### src/rtl/pwr_seq_pkg.sv
package pwr_seq_pkg;
  typedef enum logic [3:0] {
    PS_ACTIVE  = 4'd0,
    PS_CLKOFF  = 4'd1,
    PS_SCALED  = 4'd2,
    PS_ISOLATE = 4'd3,
    PS_SAVE    = 4'd4,
    PS_OFF     = 4'd5,
    PS_RAMP    = 4'd6,
    PS_SETTLE  = 4'd7,
    PS_RESTORE = 4'd8,
    PS_UNISO   = 4'd9,
    PS_VFUP    = 4'd10,
    PS_CLKON   = 4'd11
  } pstate_t;
endpackage

### src/rtl/pwr_seq_fsm.sv
module pwr_seq_fsm
  import pwr_seq_pkg::*;
#(
  parameter int IDLE_W = 16,
  parameter int CNT_W  = 8
) (
  input  logic              clk,
  input  logic              rst_n,
  input  logic              sleep_req,
  input  logic              wake_req,
  input  logic [IDLE_W-1:0] idle_pred,
  input  logic [IDLE_W-1:0] break_even,
  input  logic              ramp_done,
  input  logic              settle_done,
  output pstate_t           state_q,
  output pstate_t           state_d,
  output logic [CNT_W-1:0]  pg_count
);
  logic             deep_q, deep_d, deep_en;
  logic [CNT_W-1:0] cnt_d;
  logic             cnt_en;

  // next-state logic
  always_comb begin
    state_d = state_q;
    unique case (state_q)
      PS_ACTIVE:  if (sleep_req && !wake_req) state_d = PS_CLKOFF;
      PS_CLKOFF:  state_d = wake_req ? PS_CLKON : PS_SCALED;
      PS_SCALED:  if (wake_req) state_d = PS_VFUP;
                  else if (deep_q) state_d = PS_ISOLATE;
      PS_ISOLATE: state_d = wake_req ? PS_UNISO : PS_SAVE;
      PS_SAVE:    state_d = wake_req ? PS_UNISO : PS_OFF;
      PS_OFF:     if (wake_req) state_d = PS_RAMP;
      PS_RAMP:    if (ramp_done) state_d = PS_SETTLE;
      PS_SETTLE:  if (settle_done) state_d = PS_RESTORE;
      PS_RESTORE: state_d = PS_UNISO;
      PS_UNISO:   state_d = PS_VFUP;
      PS_VFUP:    state_d = PS_CLKON;
      PS_CLKON:   state_d = PS_ACTIVE;
      default:    state_d = PS_ACTIVE;
    endcase
  end

  // depth decision taken once, with the sleep request
  assign deep_en = (state_q == PS_ACTIVE) && (state_d == PS_CLKOFF);
  assign deep_d  = (idle_pred >= break_even);

  // entry counter
  assign cnt_en = (state_q == PS_SAVE) && (state_d == PS_OFF);
  assign cnt_d  = pg_count + CNT_W'(1);

  always_ff @(posedge clk or negedge rst_n) begin
    if (!rst_n) begin
      state_q  <= PS_ACTIVE;
      deep_q   <= 1'b0;
      pg_count <= '0;
    end else begin
      state_q <= state_d;
      if (deep_en) deep_q   <= deep_d;
      if (cnt_en)  pg_count <= cnt_d;
    end
  end
endmodule

### src/rtl/pwr_seq_stagger.sv
module pwr_seq_stagger
  import pwr_seq_pkg::*;
#(
  parameter int GROUPS     = 4,
  parameter int GAP_CYC    = 8,
  parameter int SETTLE_CYC = 16
) (
  input  logic              clk,
  input  logic              rst_n,
  input  pstate_t           state_q,
  input  pstate_t           state_d,
  input  logic              pwr_good,
  output logic [GROUPS-1:0] sw_mask,
  output logic              ramp_done,
  output logic              settle_done
);
  localparam int TMR_MAX = (GAP_CYC > SETTLE_CYC) ? GAP_CYC : SETTLE_CYC;
  localparam int TMR_W   = $clog2(TMR_MAX + 1);
  localparam logic [TMR_W-1:0] GAP_LAST    = TMR_W'(GAP_CYC - 1);
  localparam logic [TMR_W-1:0] SETTLE_LAST = TMR_W'(SETTLE_CYC - 1);

  logic [TMR_W-1:0]  tmr_q, tmr_d;
  logic              tmr_en;
  logic [GROUPS-1:0] mask_d;
  logic              mask_en;
  logic              in_ramp, in_settle, moving, gap_end, all_on;

  assign in_ramp   = (state_q == PS_RAMP);
  assign in_settle = (state_q == PS_SETTLE);
  assign moving    = (state_q != state_d);
  assign gap_end   = in_ramp && (tmr_q == GAP_LAST);
  assign all_on    = &sw_mask;

  assign ramp_done   = gap_end && all_on;
  assign settle_done = in_settle && (pwr_good || (tmr_q == SETTLE_LAST));

  // interval timer shared by ramp gaps and settling
  assign tmr_en = in_ramp || in_settle || moving;
  assign tmr_d  = (moving || gap_end) ? '0 : tmr_q + TMR_W'(1);

  // switch group mask: cleared on power-off, thermometer fill on ramp
  always_comb begin
    mask_d  = sw_mask;
    mask_en = 1'b0;
    if (state_q == PS_SAVE && state_d == PS_OFF) begin
      mask_d  = '0;
      mask_en = 1'b1;
    end else if (state_q == PS_OFF && state_d == PS_RAMP) begin
      mask_d  = GROUPS'(1);
      mask_en = 1'b1;
    end else if (gap_end && !all_on) begin
      mask_d  = (sw_mask << 1) | GROUPS'(1);
      mask_en = 1'b1;
    end
  end

  always_ff @(posedge clk or negedge rst_n) begin
    if (!rst_n) begin
      tmr_q   <= '0;
      sw_mask <= '1;
    end else begin
      if (tmr_en)  tmr_q   <= tmr_d;
      if (mask_en) sw_mask <= mask_d;
    end
  end
endmodule

### src/rtl/pwr_seq_decode.sv
module pwr_seq_decode
  import pwr_seq_pkg::*;
(
  input  pstate_t state_q,
  output logic    clk_en,
  output logic    vf_low,
  output logic    ret_save,
  output logic    ret_restore,
  output logic    iso_en,
  output logic    ready
);
  always_comb begin
    clk_en      = (state_q == PS_ACTIVE) || (state_q == PS_CLKON);
    ready       = (state_q == PS_ACTIVE);
    ret_save    = (state_q == PS_SAVE);
    ret_restore = (state_q == PS_RESTORE);
    unique case (state_q)
      PS_SCALED, PS_ISOLATE, PS_SAVE, PS_OFF, PS_RAMP,
      PS_SETTLE, PS_RESTORE, PS_UNISO: vf_low = 1'b1;
      default:                         vf_low = 1'b0;
    endcase
    unique case (state_q)
      PS_ISOLATE, PS_SAVE, PS_OFF, PS_RAMP,
      PS_SETTLE, PS_RESTORE:           iso_en = 1'b1;
      default:                         iso_en = 1'b0;
    endcase
  end
endmodule

### src/rtl/pwr_seq_ctrl.sv
module pwr_seq_ctrl
  import pwr_seq_pkg::*;
#(
  parameter int GROUPS     = 4,
  parameter int GAP_CYC    = 8,
  parameter int SETTLE_CYC = 16,
  parameter int IDLE_W     = 16,
  parameter int CNT_W      = 8
) (
  input  logic              clk,
  input  logic              rst_n,
  input  logic              sleep_req,
  input  logic [IDLE_W-1:0] idle_pred,
  input  logic [IDLE_W-1:0] break_even,
  input  logic              wake_req,
  input  logic              pwr_good,
  output logic              clk_en,
  output logic              vf_low,
  output logic              ret_save,
  output logic              ret_restore,
  output logic              iso_en,
  output logic [GROUPS-1:0] sw_en,
  output logic [3:0]        state_o,
  output logic              ready,
  output logic [CNT_W-1:0]  pg_count
);
  pstate_t state_q, state_d;
  logic    ramp_done, settle_done;

  pwr_seq_fsm #(.IDLE_W(IDLE_W), .CNT_W(CNT_W)) u_fsm (
    .clk         (clk),
    .rst_n       (rst_n),
    .sleep_req   (sleep_req),
    .wake_req    (wake_req),
    .idle_pred   (idle_pred),
    .break_even  (break_even),
    .ramp_done   (ramp_done),
    .settle_done (settle_done),
    .state_q     (state_q),
    .state_d     (state_d),
    .pg_count    (pg_count)
  );

  pwr_seq_stagger #(.GROUPS(GROUPS), .GAP_CYC(GAP_CYC), .SETTLE_CYC(SETTLE_CYC)) u_stagger (
    .clk         (clk),
    .rst_n       (rst_n),
    .state_q     (state_q),
    .state_d     (state_d),
    .pwr_good    (pwr_good),
    .sw_mask     (sw_en),
    .ramp_done   (ramp_done),
    .settle_done (settle_done)
  );

  pwr_seq_decode u_decode (
    .state_q     (state_q),
    .clk_en      (clk_en),
    .vf_low      (vf_low),
    .ret_save    (ret_save),
    .ret_restore (ret_restore),
    .iso_en      (iso_en),
    .ready       (ready)
  );

  assign state_o = state_q;
endmodule

### config.mk
export PLATFORM = sky130hd
export DESIGN_NAME = pwr_seq_ctrl
export DESIGN_NICKNAME = d
export VERILOG_FILES = /design/src/rtl/pwr_seq_pkg.sv /design/src/rtl/pwr_seq_fsm.sv /design/src/rtl/pwr_seq_stagger.sv /design/src/rtl/pwr_seq_decode.sv /design/src/rtl/pwr_seq_ctrl.sv
export SDC_FILE = /design/constraint.sdc
export NUM_CORES = 1
export LEC_CHECK = 0
export ABC_AREA = 1
export BUFFER_PORTS_ARGS = -buffer_cell sky130_fd_sc_hd__buf_2
export CELL_PAD_IN_SITES_DETAIL_PLACEMENT = 1
export CELL_PAD_IN_SITES_GLOBAL_PLACEMENT = 2
export CORE_ASPECT_RATIO = 0.8
export CORE_MARGIN = 2
export CORE_UTILIZATION = 30
export DETAILED_ROUTE_END_ITERATION = 10
export GPL_ROUTABILITY_DRIVEN = 0
export HOLD_SLACK_MARGIN = 0.12
export MAX_ROUTING_LAYER = met4
export PLACE_DENSITY_LB_ADDON = 0.08
export SLEW_MARGIN = 10
export SYNTH_ARGS = -nofsm -noshare
export SYNTH_HDL_FRONTEND = slang
export SYNTH_SLANG_ARGS = --single-unit
### constraint.sdc
create_clock -name clk -period 5.74 [get_ports clk]
set_clock_uncertainty 0.15 [all_clocks]
set_input_delay 0.287 -clock clk [delete_from_list [all_inputs] [get_ports clk]]
set_output_delay 0.287 -clock clk [all_outputs]
set_load 0.005 [all_outputs]
==> flow_metrics.env, run 1 <==
export IMPL_status="complete, no violations"
export IMPL_maxSlewViolCount=0
export IMPL_tns_ps=0
export IMPL_swShare=0.4681
export IMPL_critPathTopFamily="simple AND/OR/NAND/NOR gates"
export IMPL_arrival_ps=2340
export IMPL_cell_internal_pwr_uw=411.2
export IMPL_cp_start_kind="flop"
export IMPL_drtIter0Drc=24
export IMPL_synthSimpleGateAreaFrac=0.3551
export IMPL_netlist_instances=233
export IMPL_grt_pass1_wl_mm=7.472
export IMPL_synth_top_family_by_area="simple AND/OR/NAND/NOR gates"
export IMPL_clkPwrFrac=0.144
export IMPL_max_slew_margin=0.6726
export IMPL_clock_latency_ps=260
export IMPL_cts_tree="built"
export IMPL_root_buffer="clkbuf_8"
export IMPL_wl_per_cell_um=11.59
export IMPL_syn_area_mm2=0.001800
export IMPL_hpwl_mm=3.696
export IMPL_peakVddDrop_v=0.00009584
export IMPL_crit_type="flop to flop"
export IMPL_grt_max_degree=23
export IMPL_n_antenna_cell=0
export IMPL_ys_ff_latch=22
export IMPL_synth_cell_types=32
export IMPL_die_area_mm2=0.006641
export IMPL_power_total_uw=773.1
export IMPL_antenna_found_initial=0
export IMPL_die_h_um=73.29
export IMPL_hold_slack_ps=241.8
export IMPL_placed_cells=371
export IMPL_synth_area_leaders="dfrtp_1 25%, ha_1 13%, nand2_1 9.8%"
export IMPL_drive_above_1_share=0.3254
export IMPL_cap_violations=0
export IMPL_max_clock_path_buffers=2
export IMPL_synth_compound_area_share=0.06602
export IMPL_power_switching_uw=361.9
export IMPL_crit_path_max_incr_delay_ps=420
export IMPL_clk_pin_slew_worst_paths_ps=80
export IMPL_grt_usage=0.1419
export IMPL_slowest_stage="dfrtp_1"
export IMPL_synth_area_per_cell_um2=7.727
export IMPL_path_buf_inv=2
export IMPL_critical_path_required_ps=5790
export IMPL_fin_crit_sh=0.3983
export IMPL_clock_sinks=22
export IMPL_cp_end_kind="flop"
export IMPL_synth_fa_ha_area_frac=0.1320
export IMPL_cp_common_cell="nand2_1"
export IMPL_pwr_share_comb=0.532
export IMPL_gr_total_overflow=0
export IMPL_start_util=0.3078
export IMPL_clock_fmax_mhz=437.4
export IMPL_htree_levels=1
export IMPL_cts_made_buffers=3
export IMPL_routed_wl_mm=4.356
export IMPL_ctsResizeCount=0
export IMPL_tightest_slew_ps=491.1
export IMPL_finalHoldViolCount=0
export IMPL_crit_fanout=10
export IMPL_grt_pass1_vias=1648
export IMPL_io_buffers=58
export IMPL_holdCritPathClass="input pin to flop"
export IMPL_vias_per_cell=4.524
export IMPL_ios=59
export IMPL_seqPwrFrac=0.324
export IMPL_core_mm2=0.005849
export IMPL_vias=1701
export IMPL_yosysWarnings=0
export IMPL_fin_nets=352
export IMPL_cellPowerDensity_mw_per_mm2=344.2
export IMPL_std_cell_rows=25
export IMPL_muxShareOfSynthArea=0
export IMPL_die_w_um=90.62
export IMPL_syn_nets=289
export IMPL_stdcell_count=376
export IMPL_yosysSeqAreaShare=0.3085
export IMPL_finalCriticalPeriod_ps=2286
export IMPL_reg2reg_slack_ps=3450
export IMPL_route_detailed_drc=0
export IMPL_leakage_uw=0.001280
export IMPL_firstDrtPassIters=4
export IMPL_ant_nets=0
export IMPL_areaGrowthSynthToFinish_pct=24.74
export IMPL_setup_viol=0
export IMPL_synthXorXnorAreaFrac=0.04378
export IMPL_crit_chain="ha_1 -> nand2_1 -> nor2_1 -> ha_1 -> nor2_1 -> inv_1 -> nand3_1 -> nand2_1 -> inv_1 -> nand3_1 -> nand2_1 -> nand3_2 -> nor2_4 -> nand4_1 -> nand2_1"
export IMPL_synth_top_area_share=0.2502
export IMPL_synth_top_area_cell="dfrtp_1"
export IMPL_rsz0062_at_grt="no"
[logic make-up after synthesis]
group	count (synthesis)
AND/OR/NAND/NOR	118
buffers and inverters	43
AO/OA/AOI/OAI	22
flip-flops	22
adder cells (fa/ha/maj)	19
XOR/XNOR	9
[registers in the layout (all words and copies together) (netlist names)]
| register | flops |
|---|---|
| u_fsm.deep_q | 1 |
| u_fsm.pg_count | 8 |
| u_fsm.state_q | 4 |
| u_stagger.tmr_q | 5 |
| u_stagger.sw_mask | 4 |
[layer usage]
metal | wire length, µm | GRT usage
met1 | 2304 | 0.1945
met3 | 203 | 0.02667
met5 | 0 | -
met4 | 24 | 0.03077
met2 | 1824 | 0.2206
[power groups by stage]
stage | clock [µW] | combinational, µW | sequential, µW
2_1_floorplan | 0 | 296 | 237
3_3_place_gp | 0 | 418 | 256
3_5_place_dp | 0 | 416 | 254
4_1_cts | 116 | 419 | 251
5_1_grt | 122 | 468 | 257
6_report | 111 | 411 | 251
[what timing repair did]
item | in CTS | in global routing
hold buffers | 1 | 0
buffers inserted | 0 | 0
hold endpoints to repair | 18 | 0
[worst reg2reg max path: cells and delay by family, from the launching register on]
| kind | cells | cell delay (ps) |
|---|---|---|
| buffers and inverters | 2 | 110 |
| AND/OR/NAND/NOR | 11 | 1160 |
| flip-flops | 1 | 420 |
| adder cells (fa/ha/maj) | 2 | 400 |
[synth_stat cells]
library cell / count
nor2_4: 4
nand3_2: 4
and3_4: 1
a31oi_1: 1
xnor2_1: 2
a21oi_1: 11
buf_6: 1
nor3b_1: 1
nor4_2: 1
o21ai_1: 1
nor2_1: 15
nand2_1: 47
nor3_1: 2
ha_1: 19
clkinv_2: 1
dfrtp_1: 18
or2_0: 1
nand2_2: 7
a21oi_2: 1
nor3_4: 1
xor2_1: 7
inv_2: 5
nand4_1: 8
inv_1: 36
dfstp_2: 4
nand3_1: 21
o21ai_0: 6
nor2_2: 2
o22ai_1: 1
o211ai_1: 1
nand3_4: 2
nand2_4: 1
[stage by stage]
| stage | setup slack, ps | instance area, µm² | utilization |
|---|---|---|---|
| finish | 3454 | 2246 | 0.3840 |
| global route | 3231 | 2246 | 0.3840 |
| CTS | 3430 | 2246 | 0.3840 |
| detailed placement | 3450 | 2181 | 0.3728 |
| global placement | 3514 | 2181 | 0.3728 |
| floorplan | 3698 | 1800 | - |
[final timing paths]
kind / depth (start not counted) / startpoint / endpoint
worst max-delay path: 15 / u_stagger.tmr_q[0]$_DFFE_PN0P_ / u_stagger.tmr_q[3]$_DFFE_PN0P_
worst min-delay path: 4 / pwr_good / u_fsm.state_q[2]$_DFF_PN0_
worst max register to register: 15 / u_stagger.tmr_q[0]$_DFFE_PN0P_ / u_stagger.tmr_q[3]$_DFFE_PN0P_
worst min register to register: 2 / u_stagger.sw_mask[3]$_DFFE_PN1P_ / u_stagger.sw_mask[3]$_DFFE_PN1P_
max in group asynchronous: 2 / rst_n / u_stagger.sw_mask[0]$_DFFE_PN1P_
min in group asynchronous: 2 / rst_n / u_fsm.state_q[1]$_DFF_PN0_
[area by class of cell]
type / instances / area [µm²]
fillers: 774 / 3603
multi-input cells: 168 / 1075
flip-flops and latches: 22 / 555.5
repair buffers: 59 / 300.3
inverters: 42 / 158.9
well taps: 81 / 101.3
clock buffers: 4 / 55.05
[placed cells by master (no fill, tap or decap)]
| master | instances |
|---|---|
| a21oi_1 | 11 |
| and3_4 | 1 |
| nand3_4 | 2 |
| o22ai_1 | 1 |
| nor2_4 | 4 |
| dfstp_2 | 4 |
| a31oi_1 | 1 |
| o21ai_0 | 6 |
| inv_1 | 36 |
| nand2_2 | 7 |
| nand3_1 | 21 |
| nor2_2 | 2 |
| ha_1 | 19 |
| nor4_2 | 1 |
| o211ai_1 | 1 |
| a21oi_2 | 1 |
| nor3_4 | 1 |
| nor3_1 | 2 |
| dfrtp_1 | 18 |
| nand4_1 | 8 |
| buf_2 | 58 |
| or2_0 | 1 |
| xor2_1 | 7 |
| clkbuf_8 | 4 |
| dlygate4sd3_1 | 1 |
| o21ai_1 | 1 |
| inv_2 | 5 |
| nand3_2 | 4 |
| nor2_1 | 15 |
| clkinv_2 | 1 |
| nand2_1 | 47 |
| nand2_4 | 1 |
| nor3b_1 | 1 |
| xnor2_1 | 2 |
Power figures use the tool's default switching activity.
==> inputs of run 2 (changes only) <==
Settings changed: ABC_AREA 1 to 0, CORE_UTILIZATION 30 to 26.
Clock period 5.74 ns to 1.9 ns, I/O delays scaled along.
==> run 2 against run 1 <==
- the run now ends with negative setup slack left
- synthesized cell count fell by 16%
- global-route usage grew 0.32 points
- setup slack worse by 3500 ps
- worst hold slack got worse by 70 ps
- via count increased by 2.2%
- sequential cell count unchanged
- synthesized area down 5.1%
- die area increased by 9.1%
- power rose to 3.4 times the previous value
- largest cell class unchanged
- largest power group unchanged
==> flow_metrics.env, run 2 <==
export IMPL_critical_path_required_ps=1910
export IMPL_ys_flop_type="dfrtp_1"
export IMPL_firstDrtPassIters=4
export IMPL_synthArstFlopShare=1.000
export IMPL_reg2reg_to="u_stagger.tmr_q[1]$_DFFE_PN0P_"
export IMPL_io_buffers=58
export IMPL_rsz0062_at_grt="yes"
export IMPL_crit_type="flop to flop"
export IMPL_hold_slack_ps=171.8
export IMPL_peakVddDrop_v=0.0003891
export IMPL_crit_path_max_incr_delay_ps=560
export IMPL_n_antenna_cell=0
export IMPL_gr_total_overflow=0
export IMPL_route_detailed_drc=0
export IMPL_synth_fa_ha_area_frac=0.1391
export IMPL_fin_crit_sh=1.034
export IMPL_die_h_um=76.52
export IMPL_finalHoldViolCount=0
export IMPL_synthSimpleGateAreaFrac=0.2335
export IMPL_muxShareOfSynthArea=0.03587
export IMPL_synthTopCellsByCount="21 x inv_1, 19 x ha_1, 18 x dfrtp_1"
export IMPL_crit_chain="or4b_4 -> a311oi_4 -> nor2_1 -> a21oi_2 -> a21oi_1"
export IMPL_synth_cell_types=50
export IMPL_finalWorstSetupSlack_ps=-64.27
export IMPL_crit_fanout=4
export IMPL_clock_fmax_mhz=509.1
export IMPL_reg2reg_slack_ps=-60
export IMPL_synth_top_family_by_area="simple AND/OR/NAND/NOR gates"
export IMPL_routed_wl_mm=4.936
export IMPL_grt_pass1_vias=1813
export IMPL_leakage_uw=0.001241
export IMPL_synth_edf_count=0
export IMPL_clk_pin_slew_worst_paths_ps=90
export IMPL_rr_startpoint="u_fsm.state_q[1]$_DFF_PN0_"
export IMPL_cts_tree="built"
export IMPL_yosysWarnings=0
export IMPL_drive_above_1_share=0.4071
export IMPL_wl_per_cell_um=13.56
export IMPL_synth_most_common_cell="inv_1"
export IMPL_grt_usage=0.1451
export IMPL_finalCriticalPeriod_ps=1964
export IMPL_path_buf_inv=0
export IMPL_max_slew_margin=0.6526
export IMPL_synth_area_per_cell_um2=8.720
export IMPL_dp_slack_ps=-93.59
export IMPL_arrival_ps=1970
export IMPL_std_cell_rows=26
export IMPL_syn_area_mm2=0.001709
export IMPL_areaGrowthSynthToFinish_pct=45.17
export IMPL_synth_area_leaders="dfrtp_1 26%, ha_1 14%, dfstp_2 6.1%"
export IMPL_holdCritPathClass="input pin to asynchronous set/reset pin"
export IMPL_fin_nets=337
export IMPL_cp_end_kind="flop"
export IMPL_final_cell_mix="58 x buf_2, 24 x buf_4, 21 x inv_1"
export IMPL_setup_viol=4
export IMPL_rr_worst_depth=5
export IMPL_die_w_um=94.65
export IMPL_final_fill_count=811
export IMPL_synth_compound_area_share=0.1530
export IMPL_antenna_found_initial=0
export IMPL_failed_checks="negative setup slack"
export IMPL_htree_levels=1
export IMPL_critPathTopFamily="simple AND/OR/NAND/NOR gates"
export IMPL_top_regs="u_fsm.pg_count (8), u_stagger.tmr_q (5)"
export IMPL_ios=59
export IMPL_drtIter0Drc=50
export IMPL_largest_reg_flops=8
export IMPL_clock_sinks=22
export IMPL_start_util=0.2681
export IMPL_synthXorXnorAreaFrac=0.04612
export IMPL_cap_violations=0
export IMPL_tightest_slew_ps=521.0
export IMPL_ys_ff_latch=22
export IMPL_syn_nets=252
export IMPL_cp_depth=5
export IMPL_grt_max_degree=23
export IMPL_cp_start_kind="flop"
export IMPL_core_mm2=0.006376
export IMPL_top_register="u_fsm.pg_count"
export IMPL_status="complete, but fails checks"
export IMPL_ant_nets=0
export IMPL_hpwl_mm=3.858
export IMPL_vias=1739
export IMPL_final_common_cell="buf_2"
export IMPL_cellPowerDensity_mw_per_mm2=1062
export IMPL_root_buffer="clkbuf_8"
export IMPL_grt_pass1_wl_mm=8.286
export IMPL_synth_top_area_cell="dfrtp_1"
export IMPL_netlist_instances=196
export IMPL_cts_made_buffers=3
export IMPL_vias_per_cell=4.777
export IMPL_power_total_uw=2635
export IMPL_synth_top_area_share=0.2635
export IMPL_slowest_stage="or4b_4"
export IMPL_die_area_mm2=0.007242
export IMPL_yosysSeqAreaShare=0.3250
export IMPL_maxSlewViolCount=0
export IMPL_clock_latency_ps=270
export IMPL_max_clock_path_buffers=2
run 2: where the power goes:
group | internal, µW | switching [µW]
clock network | 282 | 174
registers | 612 | 122
logic | 712 | 733
run 2: how the worst max path moves through the flow:
stage	start	to	slack [ps]
2_1_floorplan	u_stagger.tmr_q[0]$_DFFE_PN0P_	u_stagger.tmr_q[2]$_DFFE_PN0P_	20
3_3_place_gp	u_fsm.state_q[0]$_DFF_PN0_	u_stagger.tmr_q[0]$_DFFE_PN0P_	-50
3_5_place_dp	u_stagger.tmr_q[0]$_DFFE_PN0P_	u_stagger.tmr_q[2]$_DFFE_PN0P_	-90
4_1_cts	u_stagger.tmr_q[1]$_DFFE_PN0P_	u_stagger.tmr_q[2]$_DFFE_PN0P_	-20
5_1_grt	u_fsm.state_q[1]$_DFF_PN0_	u_stagger.tmr_q[4]$_DFFE_PN0P_	-130
6_report	u_fsm.state_q[1]$_DFF_PN0_	u_stagger.tmr_q[1]$_DFFE_PN0P_	-60
run 2: timing repair:
| item | 4_1_cts | 5_1_grt |
|---|---|---|
| pin swaps | 4 | 11 |
| endpoints found under the setup margin | 7 | 15 |
| resized for setup | 7 | 18 |
| setup buffers | 3 | 1 |
| hold endpoints to repair | 23 | 0 |
| hold buffers | 2 | 0 |
run 2: cells by family (layout without fill, tap and decap cells):
| group | after synthesis | in the layout |
|---|---|---|
| and+or+nand+nor | 72 | 72 |
| muxes | 6 | 6 |
| adders and majority gates | 19 | 19 |
| buffers and inverters | 28 | 112 |
| DFF | 22 | 22 |
| AOI/OAI and AO/OA | 40 | 40 |
| xor gates and xnor gates | 9 | 9 |
run 2: area by class of cell:
class | count | area [µm²] | area share
Inverter | 21 | 78.83 | 0.03177
Tap cell | 84 | 105.1 | 0.04236
Clock buffer | 3 | 41.29 | 0.01664
Clock inverter | 1 | 30.03 | 0.01210
Multi-Input combinational cell | 146 | 1145 | 0.4614
Sequential cell | 22 | 556.8 | 0.2244
Timing Repair Buffer | 87 | 524.3 | 0.2113
run 2: metrics by stage:
| stage | cell area, µm² | cells | util | setup TNS (ps) |
|---|---|---|---|---|
| floorplan | 1709 | 196 | - | 0 |
| global placement | 2241 | 354 | 0.3515 | -274.9 |
| detailed placement | 2241 | 354 | 0.3515 | -499.1 |
| CTS | 2377 | 363 | 0.3728 | -86.06 |
| global route | 2481 | 364 | 0.3891 | -1060 |
| finish | 2481 | 364 | 0.3891 | -216.1 |
run 2: layer usage:
metal  global-route usage  wire length (µm)
met3              0.02473               185
met5                    -                 0
met2               0.2184              2190
met1               0.2069              2524
met4              0.02609                35
